## config.mk

```make
export PLATFORM = sky130hd
export DESIGN_NAME = tri_phase_guard
export DESIGN_NICKNAME = d
export VERILOG_FILES = /design/src/rtl/tri_phase_guard_pkg.sv /design/src/rtl/tpg_fault_sync.sv /design/src/rtl/tpg_phase_gate.sv /design/src/rtl/tpg_ctrl.sv /design/src/rtl/tri_phase_guard.sv
export SDC_FILE = /design/constraint.sdc
export NUM_CORES = 1
export LEC_CHECK = 0
export BUFFER_PORTS_ARGS = -buffer_cell sky130_fd_sc_hd__buf_2
export CAP_MARGIN = 25
export CORE_AREA = 4 4 41 43
export DETAILED_ROUTE_END_ITERATION = 8
export DIE_AREA = 0 0 45 47
export PLACE_DENSITY = 0.75
export SYNTH_ARGS = -nofsm -noshare
export SYNTH_HDL_FRONTEND = slang
export SYNTH_SLANG_ARGS = --single-unit
```

## constraint.sdc

```tcl
create_clock -name clk_i -period 3 [get_ports clk_i]
set_input_delay 0.3 -clock clk_i [delete_from_list [all_inputs] [get_ports clk_i]]
set_output_delay 0.3 -clock clk_i [all_outputs]
set_load 0.05 [all_outputs]
```

## src/rtl/tri_phase_guard_pkg.sv

```systemverilog
package tri_phase_guard_pkg;
  localparam int unsigned NUM_PHASES  = 3;
  localparam int unsigned SYNC_STAGES = 2;

  typedef struct packed {
    logic oe;
    logic lock;
    logic det;
  } sw_wr_t;
endpackage

```

## src/rtl/tpg_fault_sync.sv

```systemverilog
module tpg_fault_sync #(
  parameter int unsigned STAGES = 2
) (
  input  logic clk_i,
  input  logic rst_ni,
  input  logic pin_ni,
  output logic fall_o
);
  localparam int unsigned LEN = STAGES + 1;

  logic [LEN-1:0] chain_q;

  // idle-high reset so no edge is seen coming out of reset
  always_ff @(posedge clk_i or negedge rst_ni) begin
    if (!rst_ni) chain_q <= '1;
    else         chain_q <= {chain_q[LEN-2:0], pin_ni};
  end

  assign fall_o = chain_q[LEN-1] & ~chain_q[LEN-2];
endmodule

```

## src/rtl/tpg_phase_gate.sv

```systemverilog
module tpg_phase_gate (
  input  logic clk_i,
  input  logic rst_ni,
  input  logic hi_i,
  input  logic lo_i,
  input  logic lock_i,
  output logic hi_o,
  output logic lo_o,
  output logic ov_o
);
  logic hi_q, lo_q;

  always_ff @(posedge clk_i or negedge rst_ni) begin
    if (!rst_ni) begin
      hi_q <= 1'b0;
      lo_q <= 1'b0;
    end else begin
      hi_q <= hi_i;
      lo_q <= lo_i;
    end
  end

  assign ov_o = hi_q & lo_q;
  assign hi_o = hi_q & ~(lock_i & ov_o);
  assign lo_o = lo_q & ~(lock_i & ov_o);

  assert_no_shoot_R6: assert property (@(posedge clk_i) disable iff (!rst_ni)
    lock_i |-> !(hi_o && lo_o));
endmodule

```

## src/rtl/tpg_ctrl.sv

```systemverilog
module tpg_ctrl
  import tri_phase_guard_pkg::*;
(
  input  logic   clk_i,
  input  logic   rst_ni,
  input  logic   wr_en_i,
  input  sw_wr_t wr_i,
  input  logic   ov_any_i,
  input  logic   fall_i,
  output logic   oe_o,
  output logic   lock_o,
  output logic   det_o
);
  logic oe_q, lock_q, det_q;
  logic shut, det_clr;

  assign shut    = fall_i | (lock_q & ov_any_i);
  assign det_clr = wr_en_i & ~wr_i.det & ~wr_i.lock;

  always_ff @(posedge clk_i or negedge rst_ni) begin
    if (!rst_ni) begin
      oe_q   <= 1'b0;
      lock_q <= 1'b0;
      det_q  <= 1'b0;
    end else begin
      // shutdown beats a same-cycle set
      if (shut)         oe_q <= 1'b0;
      else if (wr_en_i) oe_q <= wr_i.oe;
      if (wr_en_i)      lock_q <= wr_i.lock;
      // hardware set beats a same-cycle clear
      if (ov_any_i)     det_q <= 1'b1;
      else if (det_clr) det_q <= 1'b0;
    end
  end

  assign oe_o   = oe_q;
  assign lock_o = lock_q;
  assign det_o  = det_q;

  assert_fault_clears_oe_R4: assert property (@(posedge clk_i) disable iff (!rst_ni)
    fall_i |=> !oe_q);
  assert_lock_trip_R5: assert property (@(posedge clk_i) disable iff (!rst_ni)
    (lock_q && ov_any_i) |=> !oe_q);
  assert_det_set_R7: assert property (@(posedge clk_i) disable iff (!rst_ni)
    ov_any_i |=> det_q);
  assert_det_sticky_R8: assert property (@(posedge clk_i) disable iff (!rst_ni)
    (det_q && !(wr_en_i && !wr_i.det && !wr_i.lock)) |=> det_q);
endmodule

```

## src/rtl/tri_phase_guard.sv

```systemverilog
module tri_phase_guard
  import tri_phase_guard_pkg::*;
(
  input  logic                  clk_i,
  input  logic                  rst_ni,
  input  logic [NUM_PHASES-1:0] raw_hi_i,
  input  logic [NUM_PHASES-1:0] raw_lo_i,
  input  logic                  func_en_i,
  input  logic                  wr_en_i,
  input  logic                  wr_oe_i,
  input  logic                  wr_lock_i,
  input  logic                  wr_det_i,
  input  logic                  fault_ni,
  output logic [NUM_PHASES-1:0] pad_hi_o,
  output logic [NUM_PHASES-1:0] pad_lo_o,
  output logic [NUM_PHASES-1:0] pad_hi_oe_o,
  output logic [NUM_PHASES-1:0] pad_lo_oe_o,
  output logic                  oe_o,
  output logic                  lock_o,
  output logic                  det_o
);
  logic [NUM_PHASES-1:0] ov;
  logic                  fall, oe, lock;
  sw_wr_t                wr;

  assign wr = '{oe: wr_oe_i, lock: wr_lock_i, det: wr_det_i};

  tpg_fault_sync #(.STAGES(SYNC_STAGES)) u_sync (
    .clk_i (clk_i),
    .rst_ni(rst_ni),
    .pin_ni(fault_ni),
    .fall_o(fall)
  );

  for (genvar p = 0; p < NUM_PHASES; p++) begin : g_phase
    tpg_phase_gate u_gate (
      .clk_i (clk_i),
      .rst_ni(rst_ni),
      .hi_i  (raw_hi_i[p]),
      .lo_i  (raw_lo_i[p]),
      .lock_i(lock),
      .hi_o  (pad_hi_o[p]),
      .lo_o  (pad_lo_o[p]),
      .ov_o  (ov[p])
    );
  end

  tpg_ctrl u_ctrl (
    .clk_i   (clk_i),
    .rst_ni  (rst_ni),
    .wr_en_i (wr_en_i),
    .wr_i    (wr),
    .ov_any_i(func_en_i & (|ov)),
    .fall_i  (fall),
    .oe_o    (oe),
    .lock_o  (lock),
    .det_o   (det_o)
  );

  assign pad_hi_oe_o = {NUM_PHASES{func_en_i & oe}};
  assign pad_lo_oe_o = {NUM_PHASES{func_en_i & oe}};
  assign oe_o        = oe;
  assign lock_o      = lock;

  assert_hiz_R1: assert property (@(posedge clk_i) disable iff (!rst_ni)
    !oe_o |-> (pad_hi_oe_o == '0 && pad_lo_oe_o == '0));
endmodule

```

# Yosys cells after proc, flatten, opt, wreduce, memory -nomap -nowiden
# Index checks and enable logic that the tools add are counted.
# op_classes
n_reduce_logical	3
muxes	4
n_bitwise	25
# op_table
operator	n
bitwise AND 1 bit	18
inverter 1 bit	6
2-to-1 mux 1 bit	4
nonzero test 2 bit	2
OR reduction 3 bit	1
OR 1 bit	1
# word_totals
elab_cells	42
input_bits	14
out_inout_bits	15
register_bits	12

# Longest topological paths before layout
# Gate-level depths: netlist (run 1).
# depth
word_depth	6
ltp_mapped	2
mapped_depth_nobuf	2

# Hierarchy
# A second synthesis (run 1) with hierarchy kept.
# unflattened
cells_unflattened	35
hier_area_um2	490.5
# modules_own_cells
mod	cells_per_inst	n_inst	area_per_inst_um2	seq_area_each_um2
tpg_phase_gate	5	3	71.3	50.0
tpg_ctrl	9	1	131.4	75.1
tpg_fault_sync	4	1	92.6	78.8
tri_phase_guard	7	1	52.6	0.0

# Least setup slack after synthesis (run 1)
# Ideal clock, no wire load.
# synth_timing
path_kind	reg-to-output
start	reg u_ctrl.oe_q (netlist: u_ctrl.oe_o)
end	out pad_hi_oe_o[1]
required_time_ps	2700
path_buffers	1
path_stages_with_launch	3
arrival_time_ps	1508
setup_slack_ps	1192
cell_sequence	dfrtp_1 > and2_1 > buf_4
# synth_via
elab_chain_len	1
# synth_lines
item	line_no	text
start, declared	tpg_ctrl.sv:14	logic oe_q, lock_q, det_q;
start signal, assigned	tpg_ctrl.sv:28	else if (wr_en_i) oe_q <= wr_i.oe;
bitwise AND 1 bit	tri_phase_guard.sv:60	assign pad_hi_oe_o = {NUM_PHASES{func_en_i & oe}};
end, declared	tri_phase_guard.sv:16	output logic [NUM_PHASES-1:0] pad_hi_oe_o,
# Every way passes these cells.

# Final worst setup path (run 1)
# layout_timing
start	reg u_ctrl.lock_q (netlist: u_ctrl.lock_o)
end	out pad_lo_o[2]
# layout_via
elab_chain_len	3
# layout_lines
item	line_no	text
start, declared	tpg_ctrl.sv:14	
start signal, assigned	tpg_ctrl.sv:29	if (wr_en_i) lock_q <= wr_i.lock;
bitwise AND 1 bit	tpg_phase_gate.sv:25	assign lo_o = lo_q & ~(lock_i & ov_o);
inverter 1 bit	tpg_phase_gate.sv:25	
bitwise AND 1 bit	tpg_phase_gate.sv:25	
end, declared	tri_phase_guard.sv:15	output logic [NUM_PHASES-1:0] pad_lo_o,
# Every way passes these cells.

==> metrics.md, run 1 <==
| Metric | Value |
|---|---|
| Largest net degree at the start of global routing | `13` |
| Worst setup SP type | `flip-flop` |
| Slew headroom | `approximately three quarters` |
| Synth top area share | `44.0%` |
| Crit path max fanout | `9` |
| Post-CTS Setup Inserts | `0` |
| Unrepaired setup endpoints after global routing | `false` |
| Sink Count | `12` |
| Hold EP | `u_sync.chain_q[0]$_DFF_PN1_` |
| Die width | `~45 um` |
| Register Area | `~300 sq um` |
| Num CTS Buffers | `3` |
| Crit Path Category | `flip-flop to output port` |
| CTS H-tree depth | `1` |
| Fin nets | `just under 80` |
| Slowest cell on the critical path | `dfrtp_1` |
| Remaining global-route overflow | `0` |
| Yosys top cell by area | `dfrtp_1` |
| Longest Clk Path Bufs | `2` |
| Total GRT Usage | `under 10%` |
| Core area | `~1300 sq um` |
| R2r worst-path depth | `2` |
| Mapped cell area | `a little over 500 sq um` |
| Setup clock skew after layout | `3.62 ps` |
| Final Setup Violations | `0` |
| Starting DRT DRC Count | `6` |
| Syn Inst Count | `40` |
| Hold_sp | `fault_ni` |
| FFs w/ async S/R, synth | `100%` |
| Ant. Diodes | `0` |
| RR Endpoint | `u_ctrl.oe_o$_DFFE_PN0P_` |
| DRT Wirelength | `around 880 um` |
| Critical Path RT | `about 2700 ps` |
| Worst-skew pair later-pin latency | `270 ps` |
| Final Hold Viols | `0` |
| TritonRoute pass-1 iters | `4` |
| Initial Utilization | `39.3%` |
| Routed via count | `357` |
| Max incr delay on CP | `between 400 and 500 ps` |
| Die Y | `~47 um` |
| DRC viols | `0` |
| P_leak | `about 0.33 nW` |
| CP endpoint kind | `output port` |
| Multi-input gate area | `about 120 sq um` |
| Post-Syn Area per Cell | `12.8 sq um` |
| Reg clk slew, reported paths | `about 70 ps` |
| FF-to-FF Start | `g_phase[0].u_gate.lo_q$_DFF_PN0_` |
| Warnings from Yosys | `0` |
| Ports | `29` |
| Top_reg_cell synth | `dfrtp_1` |
| Rows | `13` |
| Fmax | `around 0.66 GHz` |
| Fin Hold WS | `about 130 ps` |
| Count leader, synth | `buf_4` |
| Hold Path Stages | `1` |
| Final Slew Violations | `0` |
| Critical Path, Cell by Cell | `a21boi_0, buf_2` |
| Share of layout cells above drive strength 1 | `between 50% and 60%` |
| Crit path DAT | `approximately 1200 ps` |
| Fillers | `roughly 140` |
| Internal reg-to-reg setup slack | `around 1900 ps` |
| Routed vias/inst | `4.64` |
| Hold crit path type | `input pin to flip-flop` |
| Yosys cell types | `13` |
| Synth area leaders | `dfrtp_1 (44%), buf_4 (16%), dfstp_2 (15%)` |
| DP HPWL | `691 um` |
| Synth-to-layout area growth | `22.0%` |
| Worst Path Buf+Inv | `1` |
| WL/cell | `about 11 um` |
| Synth cell count leaders | `buf_4 (11), dfrtp_1 (9), a21boi_0 (6)` |
| Setup TNS Final | `0 ps` |
| First-pass GRT wire length | `1.32 mm` |
| Worst slew pin tran | `366 ps` |
| Cell family with most CP delay | `flip-flops` |
| Total Power | `0.380 mW` |
| Port buffer count | `28` |
| Root Buffer | `clkbuf_4` |
| Flops & latches, synth | `12` |
| RePlAce Congestion | `about 0.70` |
| Number of synthesized flops with an enable pin | `0` |
| VDD IR-drop max | `about 0.27 mV` |
| CTS tree | `built` |
| Pwr Density | `between 600 and 700 nW/um^2` |
| Die area | `between 2000 and 2500 sq um` |
| Vias in the first global route | `about 320` |
| Outcome | `completed` |
| Synthesized Nets | `54` |
| Max-Cap Viols | `0` |
| Final worst path period share | `around half` |
| Antenna viol nets, final | `0` |
| Sequential share of the synthesized area | `between 50 and 60%` |
| Initial antenna violation count | `0` |
| Final min period | `1520 ps` |
state kept, by name (all words and copies together), names as in the netlist:
| signal | flops |
|---|---|
| g_phase.u_gate.hi_q | 3 |
| g_phase.u_gate.lo_q | 3 |
| u_ctrl.lock_o | 1 |
| u_sync.chain_q | 3 |
| u_ctrl.oe_o | 1 |
| u_ctrl.det_o | 1 |
how the worst max path moves through the flow:
stage,slack (ps),start,cells after the start,end
floorplan,1190,u_ctrl.oe_o$_DFFE_PN0P_,2,pad_hi_oe_o[1]
finish,1480,u_ctrl.lock_o$_DFFE_PN0P_,2,pad_lo_o[2]
global placement,1800,u_ctrl.lock_o$_DFFE_PN0P_,2,pad_hi_o[0]
global route,1370,u_ctrl.lock_o$_DFFE_PN0P_,2,pad_lo_o[0]
detailed placement,1780,u_ctrl.lock_o$_DFFE_PN0P_,2,pad_lo_o[0]
CTS,1480,u_ctrl.lock_o$_DFFE_PN0P_,2,pad_lo_o[0]
stage by stage:
| step | util, % | cells | worst slack (ps) | instance area (sq um) |
|---|---|---|---|---|
| after floorplan | - | 40 | 1190 | 512 |
| after global placement | 45.2 | 72 | 1800 | 588 |
| after detailed placement | 45.2 | 72 | 1780 | 588 |
| after CTS | 48.0 | 77 | 1480 | 624 |
| after global routing | 48.0 | 77 | 1370 | 624 |
| final | 48.0 | 77 | 1480 | 624 |
layout by cell type, fill, tap and decap left out:
master / netlist / routed
clkbuf_4: 0 / 3
mux2_2: 2 / 2
and2_1: 1 / 1
a21boi_0: 6 / 6
inv_1: 2 / 2
nor3b_1: 1 / 1
dfstp_2: 3 / 3
dlygate4sd3_1: 0 / 1
nand2b_1: 1 / 1
buf_2: 0 / 28
o211a_1: 1 / 1
a222oi_1: 1 / 1
clkbuf_1: 0 / 1
dfrtp_1: 9 / 9
o22ai_1: 1 / 1
nand2_1: 1 / 1
per-layer routing:
metal	share of wire [%]	global-route usage, %
met1	39	10.5
met2	42	13.8
met3	16	3.83
met4	2.8	8.77
met5	0	0
timing repair:
item                      in CTS  in global routing
resized for setup              0                  0
hold buffers                   1                  0
hold endpoints to repair       9                  0
final cells by class:
class	count	share of cell area [%]
clock buffers	4	4.21
inverters	2	1.20
multi-input cells	15	18.8
flip-flops and latches	12	48.7
well taps	15	3.01
repair buffers	29	24.0
where the power goes:
part / total [mW] / switching [mW] / internal (mW) / leakage [nW]
combinational: 0.0985 / 0.0729 / 0.0256 / 0.182
sequential: 0.181 / 0.00749 / 0.174 / 0.136
clock: 0.101 / 0.0491 / 0.0514 / 0.0150
total: 0.380 / 0.130 / 0.251 / 0.334
kinds of logic (layout without fill, tap and decap cells):
family / after synthesis / in the layout / share of synthesized area [%]
buffers and inverters: 13 / 35 / 17.6
flip-flops: 12 / 12 / 59.4
AND/OR/NAND/NOR: 4 / 4 / 4.65
AO/OA/AOI/OAI: 9 / 9 / 13.9
multiplexers: 2 / 2 / 4.40
(Power assumes the default switching activity.)
==> run 2: changes to the inputs <==
Settings changed: ABC_AREA set to 1, CORE_AREA 4 4 41 43 to 4 4 43 45, DIE_AREA 0 0 45 47 to 0 0 47 49, PLACE_DENSITY 0.75 to 0.73.
Clock period 3 ns to 1.4 ns, I/O delays scaled along.
==> run 2 against run 1 <==
Against the previous run: die area up 8.9%; power up 130%; flip-flop and latch count unchanged; critical path type unchanged; non-clock buffer count up 7.
==> metrics.md, run 2 <==
| Metric | Value |
|---|---|
| Outcome | `completed` |
| Synth cell count leaders | `buf_4 (11), nand2_1 (10), dfrtp_1 (9)` |
| Longest Clk Path Bufs | `2` |
| Routed vias/inst | `~4.2` |
| Synth-to-layout area growth | `40.3%` |
| Most frequent cells in the layout | `buf_2 (22), nand2_1 (10), dfrtp_1 (8), dlygate4sd3_1 (8)` |
| Pre-CTS setup slack | `333 ps` |
| Number of synthesized flops with an enable pin | `0` |
| Final Hold Viols | `0` |
| Ports | `29` |
| Synthesized Nets | `65` |
| Max-Cap Viols | `0` |
| Critical Path RT | `around 1300 ps` |
| First-pass GRT wire length | `1.67 mm` |
| Crit path max fanout | `9` |
| Pwr Density | `1200 nW/um^2` |
| Leading cell type in the layout, fill and taps excluded | `buf_2` |
| Antenna viol nets, final | `0` |
| Setup WS post-layout | `roughly 58 ps` |
| Crit path DAT | `1200 ps` |
| Internal reg-to-reg setup slack | `470 ps` |
| RePlAce Congestion | `between 0.7 and 0.8` |
| Clock power frac | `a little under 30%` |
| Crit Path Category | `flip-flop to output port` |
| Die width | `between 40 and 50 um` |
| Die Y | `49 um` |
| FFs w/ async S/R, synth | `100%` |
| Mapped cell area | `around 530 sq um` |
| Synth top area share | `about 42%` |
| Initial Utilization | `a little over a third` |
| DRC viols | `0` |
| Multi-input gate area | `about 130 sq um` |
| P_leak | `between 0.3 and 0.4 nW` |
| Ant. Diodes | `0` |
| Share of layout cells above drive strength 1 | `between 40% and 50%` |
| DRT Wirelength | `994 um` |
| FF-to-FF Start | `u_sync.chain_q[1]$_DFF_PN1_` |
| Cell Int Power | `0.604 mW` |
| Routed via count | `between 400 and 500` |
| Count leader, synth | `buf_4` |
| Critical path origin | `u_ctrl.lock_o$_DFFE_PN0P_` |
| Vias in the first global route | `436` |
| Sequential power share | `43.7%` |
| Core area | `~1500 sq um` |
| Final min period | `between 1000 and 1500 ps` |
| Remaining global-route overflow | `0` |
| CTS H-tree depth | `1` |
| Setup clock skew after layout | `around 0.40 ps` |
| Setup TNS Final | `0 ps` |
| Worst slew pin tran | `260 ps` |
| Post-CTS Setup Inserts | `0` |
| Net Sw Power | `about 0.29 mW` |
| Fillers | `148` |
| Synth area leaders | `dfrtp_1 (42%), buf_4 (16%), dfstp_2 (15%)` |
| Fin Hold WS | `about 96 ps` |
| Final worst path period share | `about 96%` |
| Warnings from Yosys | `0` |
| Total GRT Usage | `roughly a tenth` |
| CTS tree | `built` |
| Slew headroom | `between 80 and 90%` |
| CP endpoint kind | `output port` |
| Port buffer count | `28` |
| Top_reg_cell synth | `dfrtp_1` |
| Worst setup SP type | `flip-flop` |
| Post-Syn Area per Cell | `between 10 and 15 sq um` |
| Fin nets | `95` |
| RR Endpoint | `u_ctrl.oe_o$_DFFE_PN0P_` |
| Yosys top cell by area | `dfrtp_1` |
| Num CTS Buffers | `3` |
| Sink Count | `12` |
| Register Area | `approximately 310 sq um` |
| Fmax | `between 0.7 and 0.8 GHz` |
| Unrepaired setup endpoints after global routing | `true` |
| Die area | `2300 sq um` |
| Crit path to | `pad_lo_o[2]` |
| Initial antenna violation count | `0` |
| Comb pwr share | `27.5%` |
| TritonRoute pass-1 iters | `2` |
| Worst-skew pair later-pin latency | `260 ps` |
| Yosys cell types | `10` |
| Sequential share of the synthesized area | `57.3%` |
| Syn Inst Count | `around 50` |
| Flops & latches, synth | `12` |
| Placed cell area | `roughly 610 sq um` |
| Total Power | `approximately 0.89 mW` |
| Final Slew Violations | `0` |
| Final Setup Violations | `0` |
| VDD IR-drop max | `between 0.5 and 0.6 mV` |
| R2r worst-path depth | `6` |
| WL/cell | `10.4 um` |
| Root Buffer | `clkbuf_4` |
| Largest net degree at the start of global routing | `13` |
| Reg clk slew, reported paths | `70 ps` |
| Rows | `14` |
| Fin area | `approximately 740 sq um` |
| Hold crit path type | `input pin to flip-flop` |
| Biggest registers after layout | `g_phase.u_gate.hi_q (3), g_phase.u_gate.lo_q (3), u_sync.chain_q (3)` |
| Switch share | `between 30% and 40%` |
| Starting DRT DRC Count | `2` |
run 2: worst min-delay path by stage:
stage                          from  slack (ps)                          endpoint  cells after the start
after floorplan              rst_ni        -160  g_phase[0].u_gate.hi_q$_DFF_PN0_                      0
after global placement       rst_ni          20          u_ctrl.det_o$_DFFE_PN0P_                      1
after detailed placement     rst_ni          30          u_ctrl.det_o$_DFFE_PN0P_                      1
after CTS                 wr_lock_i          90         u_ctrl.lock_o$_DFFE_PN0P_                      3
after global routing      wr_lock_i          90         u_ctrl.lock_o$_DFFE_PN0P_                      3
final                     wr_lock_i         100         u_ctrl.lock_o$_DFFE_PN0P_                      3
run 2: per-layer routing:
layer / routed length [um] / up-vias / global-route usage (%)
li1: - / 206 / -
met1: 388 / 178 / 11.7
met5: 0 / - / 0
met4: 0 / 0 / 4.15
met3: 102 / 0 / 3.69
met2: 504 / 20 / 15.2
run 2: stage by stage:
stage	utilization, %	instances
4_1_cts	49.6	96
2_1_floorplan	-	51
5_1_grt	50.6	96
3_5_place_dp	41.7	84
6_report	50.6	96
3_3_place_gp	41.7	84
run 2: cells by family after synthesis:
group / share of synthesized area [%]
buf+inv: 19.1
simple gates: 13.2
flops: 57.3
compound gates: 10.4
run 2: worst max-delay path, stage by stage (launching register included):
cell and delay [ps]:
dfrtp_1 460, a21boi_0 210, clkbuf_4 270
run 2: repair_timing:
action                                  4_1_cts  5_1_grt
endpoints found under the setup margin        0        6
endpoints found under the hold margin        19        0
gates resized for setup                       0       11
hold buffers                                  8        0
run 2: cell type report:
cell class / count / share of cell area, %
Clock buffer: 4 / 4.87
Inverter: 5 / 3.03
Multi-Input combinational cell: 23 / 16.8
Sequential cell: 12 / 41.0
Tap cell: 16 / 2.69
Timing Repair Buffer: 36 / 31.6
run 2: power groups by stage:
stage / clock network (mW) / logic (mW) / registers (mW)
after floorplan: 0 / 0.159 / 0.425
after global placement: 0 / 0.221 / 0.395
after detailed placement: 0 / 0.223 / 0.397
after CTS: 0.270 / 0.240 / 0.391
after global routing: 0.292 / 0.262 / 0.393
final: 0.257 / 0.245 / 0.390
